--- config.mk ---
export PLATFORM = sky130hd
export DESIGN_NAME = dma_chan_ctrl
export DESIGN_NICKNAME = d
export VERILOG_FILES = /design/src/rtl/dma_chan_pkg.sv /design/src/rtl/dma_chan_regs.sv /design/src/rtl/dma_req_engine.sv /design/src/rtl/dma_chan_ctrl.sv
export SDC_FILE = /design/constraint.sdc
export NUM_CORES = 2
export LEC_CHECK = 0
export BUFFER_PORTS_ARGS = -buffer_cell sky130_fd_sc_hd__buf_2
export CELL_PAD_IN_SITES_DETAIL_PLACEMENT = 0
export CELL_PAD_IN_SITES_GLOBAL_PLACEMENT = 1
export CORE_AREA = 2 2 335 337
export DETAILED_ROUTE_END_ITERATION = 12
export DIE_AREA = 0 0 337 339
export PLACE_DENSITY_LB_ADDON = 0.1
export SYNTH_ARGS = -nofsm -noshare
export SYNTH_HDL_FRONTEND = slang
export SYNTH_SLANG_ARGS = --single-unit
--- constraint.sdc ---
create_clock -name clk_i -period 6.2 [get_ports clk_i]
set_clock_uncertainty 0.2 [all_clocks]
set_input_delay 1.86 -clock clk_i [delete_from_list [all_inputs] [get_ports clk_i]]
set_output_delay 1.86 -clock clk_i [all_outputs]
set_load 0.1 [all_outputs]
--- src/rtl/dma_chan_pkg.sv ---
package dma_chan_pkg;
  localparam int unsigned DATA_W = 32;

  localparam int unsigned CTRL_EN   = 0;
  localparam int unsigned CTRL_DIR  = 1;
  localparam int unsigned CTRL_TC   = 8;
  localparam int unsigned CTRL_MERR = 9;
  localparam int unsigned CTRL_AERR = 10;

  localparam logic [DATA_W-1:0] STATUS_MASK =
    (DATA_W'(1) << CTRL_TC) | (DATA_W'(1) << CTRL_MERR) | (DATA_W'(1) << CTRL_AERR);

  localparam logic [1:0] IDX_CTRL  = 2'd1;
  localparam logic [1:0] IDX_COUNT = 2'd2;
  localparam logic [1:0] IDX_ADDR  = 2'd3;

  typedef struct packed {
    logic [DATA_W-1:0] ctrl;
    logic [DATA_W-1:0] count;
    logic [DATA_W-1:0] addr;
  } chan_regs_t;
endpackage

--- src/rtl/dma_chan_regs.sv ---
module dma_chan_regs
  import dma_chan_pkg::*;
#(
  parameter int unsigned NUM_CH = 8,
  localparam int unsigned CW = (NUM_CH > 1) ? $clog2(NUM_CH) : 1
) (
  input  logic              clk_i,
  input  logic              rst_ni,
  input  logic              sw_we_i,
  input  logic [CW-1:0]     sw_chan_i,
  input  logic [1:0]        sw_idx_i,
  input  logic [DATA_W-1:0] sw_wdata_i,
  input  logic              eng_we_i,
  input  logic [CW-1:0]     eng_chan_i,
  input  logic [DATA_W-1:0] eng_ctrl_i,
  input  logic [DATA_W-1:0] eng_count_i,
  output chan_regs_t        regs_o [NUM_CH]
);
  for (genvar g = 0; g < NUM_CH; g++) begin : g_ch
    logic sw_hit, eng_hit;
    assign sw_hit  = sw_we_i  && (sw_chan_i  == CW'(g));
    assign eng_hit = eng_we_i && (eng_chan_i == CW'(g));

    always_ff @(posedge clk_i or negedge rst_ni) begin
      if (!rst_ni) begin
        regs_o[g] <= '0;
      end else begin
        // engine owns ctrl/count on a collision; addr is software-only
        if (eng_hit) begin
          regs_o[g].ctrl  <= eng_ctrl_i;
          regs_o[g].count <= eng_count_i;
        end else if (sw_hit) begin
          if (sw_idx_i == IDX_CTRL)  regs_o[g].ctrl  <= sw_wdata_i;
          if (sw_idx_i == IDX_COUNT) regs_o[g].count <= sw_wdata_i;
        end
        if (sw_hit && sw_idx_i == IDX_ADDR) regs_o[g].addr <= sw_wdata_i;
      end
    end
  end
endmodule

--- src/rtl/dma_req_engine.sv ---
module dma_req_engine
  import dma_chan_pkg::*;
#(
  parameter int unsigned NUM_CH = 8,
  localparam int unsigned CW = (NUM_CH > 1) ? $clog2(NUM_CH) : 1
) (
  input  logic              clk_i,
  input  logic              rst_ni,
  input  chan_regs_t        regs_i [NUM_CH],
  input  logic              req_valid_i,
  input  logic [CW-1:0]     req_chan_i,
  input  logic [DATA_W-1:0] req_len_i,
  input  logic              req_to_mem_i,
  input  logic              mem_done_i,
  output logic              busy_o,
  output logic [DATA_W-1:0] mem_addr_o,
  output logic [DATA_W-1:0] mem_len_o,
  output logic              mem_write_o,
  output logic              eng_we_o,
  output logic [CW-1:0]     eng_chan_o,
  output logic [DATA_W-1:0] eng_ctrl_o,
  output logic [DATA_W-1:0] eng_count_o,
  output logic [NUM_CH-1:0] nmi_src_o
);
  typedef enum logic {S_IDLE, S_BURST} state_e;

  state_e            state_q;
  logic [CW-1:0]     cur_chan_q;
  chan_regs_t        sel, cur;
  logic              accept, chan_ok, finish;
  logic [DATA_W-1:0] clamp_len;

  assign sel    = regs_i[req_chan_i];
  assign cur    = regs_i[cur_chan_q];
  assign accept = req_valid_i && (state_q == S_IDLE);
  assign finish = mem_done_i && (state_q == S_BURST);
  assign chan_ok = sel.ctrl[CTRL_EN] && (req_to_mem_i == !sel.ctrl[CTRL_DIR]);
  assign clamp_len = (req_len_i > sel.count) ? sel.count : req_len_i;

  always_comb begin
    eng_we_o    = 1'b0;
    eng_chan_o  = req_chan_i;
    eng_ctrl_o  = sel.ctrl;
    eng_count_o = sel.count;
    if (accept) begin
      eng_we_o   = 1'b1;
      eng_ctrl_o = sel.ctrl & ~STATUS_MASK;
      if (!chan_ok) eng_ctrl_o[CTRL_MERR] = 1'b1;
    end else if (finish) begin
      eng_we_o    = 1'b1;
      eng_chan_o  = cur_chan_q;
      eng_ctrl_o  = cur.ctrl;
      eng_ctrl_o[CTRL_TC] = 1'b1;
      eng_count_o = cur.count - mem_len_o;
    end
  end

  always_ff @(posedge clk_i or negedge rst_ni) begin
    if (!rst_ni) begin
      state_q     <= S_IDLE;
      cur_chan_q  <= '0;
      mem_addr_o  <= '0;
      mem_len_o   <= '0;
      mem_write_o <= 1'b0;
      nmi_src_o   <= '0;
    end else begin
      if (accept && chan_ok) begin
        state_q     <= S_BURST;
        cur_chan_q  <= req_chan_i;
        mem_addr_o  <= sel.addr;
        mem_len_o   <= clamp_len;
        mem_write_o <= req_to_mem_i;
      end
      if (accept && !chan_ok) nmi_src_o[req_chan_i] <= 1'b1;
      if (finish) state_q <= S_IDLE;
    end
  end

  assign busy_o = (state_q == S_BURST);
endmodule

--- src/rtl/dma_chan_ctrl.sv ---
module dma_chan_ctrl
  import dma_chan_pkg::*;
#(
  parameter int unsigned NUM_CH = 8,
  parameter int unsigned AW     = 12,
  localparam int unsigned CW = (NUM_CH > 1) ? $clog2(NUM_CH) : 1
) (
  input  logic              clk_i,
  input  logic              rst_ni,
  input  logic              reg_we_i,
  input  logic [AW-1:0]     reg_addr_i,
  input  logic [DATA_W-1:0] reg_wdata_i,
  output logic [DATA_W-1:0] reg_rdata_o,
  input  logic              req_valid_i,
  input  logic [CW-1:0]     req_chan_i,
  input  logic [DATA_W-1:0] req_len_i,
  input  logic              req_to_mem_i,
  output logic              busy_o,
  output logic              mem_valid_o,
  output logic [DATA_W-1:0] mem_addr_o,
  output logic [DATA_W-1:0] mem_len_o,
  output logic              mem_write_o,
  input  logic              mem_done_i
);
  localparam logic [AW-1:0] NMI_OFS = AW'(12'h200);

  chan_regs_t        regs [NUM_CH];
  logic              eng_we;
  logic [CW-1:0]     eng_chan;
  logic [DATA_W-1:0] eng_ctrl, eng_count;
  logic [NUM_CH-1:0] nmi_src;

  logic [2:0]    ch_field;
  logic [1:0]    idx_field;
  logic          ch_hit, nmi_hit;
  logic [CW-1:0] sw_chan;
  logic          unused_addr_bits;

  assign ch_field  = reg_addr_i[7:5];
  assign idx_field = reg_addr_i[4:3];
  assign ch_hit    = (reg_addr_i[AW-1:8] == (AW-8)'(1)) && (int'(ch_field) < NUM_CH);
  assign nmi_hit   = (reg_addr_i[AW-1:3] == NMI_OFS[AW-1:3]);
  assign sw_chan   = ch_field[CW-1:0];
  assign unused_addr_bits = ^reg_addr_i[2:0];

  dma_chan_regs #(.NUM_CH(NUM_CH)) u_regs (
    .clk_i       (clk_i),
    .rst_ni      (rst_ni),
    .sw_we_i     (reg_we_i && ch_hit),
    .sw_chan_i   (sw_chan),
    .sw_idx_i    (idx_field),
    .sw_wdata_i  (reg_wdata_i),
    .eng_we_i    (eng_we),
    .eng_chan_i  (eng_chan),
    .eng_ctrl_i  (eng_ctrl),
    .eng_count_i (eng_count),
    .regs_o      (regs)
  );

  dma_req_engine #(.NUM_CH(NUM_CH)) u_eng (
    .clk_i        (clk_i),
    .rst_ni       (rst_ni),
    .regs_i       (regs),
    .req_valid_i  (req_valid_i),
    .req_chan_i   (req_chan_i),
    .req_len_i    (req_len_i),
    .req_to_mem_i (req_to_mem_i),
    .mem_done_i   (mem_done_i),
    .busy_o       (busy_o),
    .mem_addr_o   (mem_addr_o),
    .mem_len_o    (mem_len_o),
    .mem_write_o  (mem_write_o),
    .eng_we_o     (eng_we),
    .eng_chan_o   (eng_chan),
    .eng_ctrl_o   (eng_ctrl),
    .eng_count_o  (eng_count),
    .nmi_src_o    (nmi_src)
  );

  assign mem_valid_o = busy_o;

  always_comb begin
    reg_rdata_o = '0;
    if (ch_hit) begin
      unique case (idx_field)
        IDX_CTRL:  reg_rdata_o = regs[sw_chan].ctrl;
        IDX_COUNT: reg_rdata_o = regs[sw_chan].count;
        IDX_ADDR:  reg_rdata_o = regs[sw_chan].addr;
        default:   reg_rdata_o = '0;
      endcase
    end else if (nmi_hit) begin
      reg_rdata_o = DATA_W'(nmi_src);
    end
  end
endmodule

==> reports/qor.csv <==
metric;value;unit
share of power burned in registers;30.4;%
Remaining Overflow, GRT;0;
# H-tree levels;3;
I/O Buffers;180;
dpl cell area;60400;µm²
DRC;0;
multi-input logic area;32900;µm²
Mapped Nets;5488;
worst reg2reg setup slack;1.02;ns
vias in the first global route;48397;
worst r2r dst;u_regs.regs_o[251]$_DFFE_PN0P_;
Register Area;21200;µm²
worst r2r src;u_eng.cur_chan_q[0]$_DFFE_PN0P_;
core region area;110000;µm²
Critical Path Max Stage Delay;0.51;ns
combinational power share;47.8;%
Worst EP required;4.14;ns
CP Launch Point;reg_addr_i[6];
layout cells sized above 1;28.7;%
clk_lat worst skew;0.72;ns
final net count;5550;
synth unique cells;89;
unrepaired setup endpoints after global routing;no;
synth warn;0;
Starting Density;50.9;%
largest fanout on the critical path;36;
worst r2r path cells;12;
WL/cell;35.3;µm
Worst setup EP type;primary output;
clock slew at reported path FFs;0.06;ns
dominant synthesized flop cell;dfrtp_1;
worst setup path end;reg_rdata_o[6];
Total Routed Length;246000;µm
First-pass DRT Iterations;8;
Period minus WS final;6.20;ns
Static Leak;25.7;nW
crit-path cells;buf_8 > buf_12 > mux4_2 > mux4_2 > a21oi_1 > buf_4 > o21ai_2 > buf_12;
hpwl dp;160000;µm
sequential cell area fraction in the yosys report;37.7;%
# placed instances;6781;
Die H;339;µm
Max clock buf depth;3;
largest net degree at the start of global routing;102;
Data arrival, critical path;4.14;ns
hold_buf cts;0;
pre-CTS setup slack;-0.520;ns
Worst slew margin;12.4;%
crit path launch type;input port;
Fmax;161;MHz
Row Count;122;
Setup CP Type;in -> out;
Setup-failing EPs final;1;
status;complete, but fails checks;
Area Growth Syn to Fin;14.0;%
vias per cell;7.28;
Tightest Hold Check Type;reg -> reg;
worst setup margin;-0.00108;ns
synthesized cell area;56100;µm²
post-layout instance area;64000;µm²
max-cap check violation count;0;
Post-synth EDFFs;0;
flops & latches, synth;845;
Finished Layout Cells;6973;
Post-synth ARST share;100;%
1st-iter DRT viols;7576;
total I/O pin count;184;
RePlAce Congestion;0.963;
fin util;58.0;%
Power, Total;29.2;mW
fin. max-slew vios;0;
Die W;337;µm
failing checks;setup timing;
Avg Cell Area, Syn;10.5;µm²
clock share of power;21.8;%
Final Hold Vio Count;0;
Int Pwr;16.2;mW
die area;114000;µm²
final worst-path cycle share;100;%
Clock Sinks;845;
fillcell total;9372;
NetSw;13.0;mW
initial antenna violation count;18;
Least-Margin Pin Slew;1.31;ns
critical path's slowest cell;mux4_2;
DRT antenna net count;0;
Net Sw Frac;44.4;%
gr usage total;42.8;%
DR vias;50741;
Cells after Synth;5336;
Root Buffer;clkbuf_16;
TritonCTS clock tree;done;
Worst VDD drop;0.434;mV
pwr/cell area;456;nW/µm²
cts bufs inserted;98;
global-route wire length before repair;354000;µm
[layout by cell type, fill, tap and decap left out, types with 141 or more instances in the layout]
cell type | netlist | layout
a21oi_1 | 494 | 489
o21ai_0 | 238 | 229
buf_4 | 37 | 276
nor2_1 | 285 | 237
nand2_1 | 517 | 510
mux2_2 | 381 | 381
mux4_2 | 377 | 377
nor2b_1 | 228 | 225
buf_2 | 151 | 141
mux2i_1 | 277 | 272
a211oi_1 | 223 | 223
dfrtp_1 | 845 | 842
[sequential cells by signal, summed over array words and instances, names as in the netlist]
register / cells
u_eng.mem_len_o: 32
u_eng.cur_chan_q: 3
u_eng.mem_addr_o: 32
u_eng.mem_write_o: 1
u_eng.nmi_src_o: 8
u_regs.regs_o: 768
u_eng.busy_o: 1
[Yosys cell counts, types with 16 or more instances]
master / n / area share [%]
a211oi_1: 223 / 3.0
a21o_1: 40 / 0.53
a21oi_1: 494 / 4.4
a221o_1: 42 / 0.75
a221oi_1: 116 / 1.8
a22o_1: 53 / 0.83
a22oi_1: 46 / 0.62
a31oi_1: 66 / 0.74
a32oi_1: 23 / 0.36
and3_1: 28 / 0.31
buf_1: 45 / 0.30
buf_2: 151 / 1.3
buf_4: 37 / 0.49
clkbuf_1: 299 / 2.0
dfrtp_1: 845 / 38
ha_1: 66 / 1.5
inv_1: 67 / 0.45
mux2_2: 381 / 7.6
mux2i_1: 277 / 4.9
mux4_2: 377 / 15
nand2_1: 517 / 3.5
nand4_1: 40 / 0.45
nor2_1: 285 / 1.9
nor2b_1: 228 / 2.5
nor3_1: 46 / 0.41
o211ai_1: 16 / 0.21
o21ai_0: 238 / 2.1
o21ai_1: 28 / 0.25
o221ai_1: 17 / 0.27
o31ai_1: 23 / 0.31
[worst min-delay path by stage]
stage                                    from                              to  slack [ns]  cells after the start
2_1_floorplan  u_eng.nmi_src_o[0]$_DFFE_PN0P_  u_eng.nmi_src_o[0]$_DFFE_PN0P_        0.23                      1
3_3_place_gp   u_eng.nmi_src_o[3]$_DFFE_PN0P_  u_eng.nmi_src_o[3]$_DFFE_PN0P_        0.24                      1
3_5_place_dp   u_eng.nmi_src_o[3]$_DFFE_PN0P_  u_eng.nmi_src_o[3]$_DFFE_PN0P_        0.24                      1
4_1_cts        u_eng.nmi_src_o[3]$_DFFE_PN0P_  u_eng.nmi_src_o[3]$_DFFE_PN0P_        0.26                      1
5_1_grt        u_eng.nmi_src_o[6]$_DFFE_PN0P_  u_eng.nmi_src_o[6]$_DFFE_PN0P_        0.28                      1
6_report       u_eng.nmi_src_o[6]$_DFFE_PN0P_  u_eng.nmi_src_o[6]$_DFFE_PN0P_        0.26                      1
[kinds of logic after synthesis]
kind of cell / Yosys count / synth area share [%]
compound gates: 1532 / 18.0
xor+xnor: 18 / 0.294
fa+ha+maj: 67 / 1.51
buf+inv: 605 / 4.70
flops: 845 / 37.7
mux: 1035 / 27.7
simple gates: 1234 / 10.1
[what timing repair did]
item / 4_1_cts / 5_1_grt
gates cloned: 0 / 0
buffers inserted: 0 / 5
endpoints found under the setup margin: 15 / 11
endpoints found under the hold margin: 0 / 0
resized for setup: 11 / 15
[worst max-delay path, delay by kind of cell]
kind	cells	cell delay [ns]
buffers and inverters	4	0.98
multiplexers	2	0.91
AO/OA/AOI/OAI	2	0.34
[power by group through the flow]
stage	Combinational (mW)	Sequential, mW	Clock (mW)
after floorplan	8.64	9.39	0
after global placement	13.4	8.77	0
after detailed placement	13.5	8.81	0
after CTS	13.6	8.74	6.37
after global routing	14.8	9.00	6.60
final	14.0	8.88	6.37
[final cells by class]
type | count | area share [%]
antenna | 9 | 0.0352
clock buffer | 129 | 4.28
clock inverter | 49 | 1.09
inverter | 67 | 0.393
multi-input combinational | 3886 | 51.3
sequential | 845 | 33.1
tap | 1488 | 2.91
timing repair buffer | 500 | 6.89
[per-stage QoR]
stage               hold slack (ns)   TNS, ns
CTS                           0.259  -0.00366
finish                        0.256  -0.00108
global route                  0.281         0
global placement              0.237     -1.67
detailed placement            0.244     -1.54
floorplan                     0.228   -0.0248
[metal layers]
metal  part of all wire, %  wire length (µm)  track usage, %  vias up
met5                 0.047               117           0.809        -
met4                   6.8             16700            24.3       18
met3                    13             32300            13.9      922
met2                    43            105000            61.0     3928
met1                    38             92500            57.2    25495
li1                      -                 -               -    20378
(Power assumes the default switching activity.)
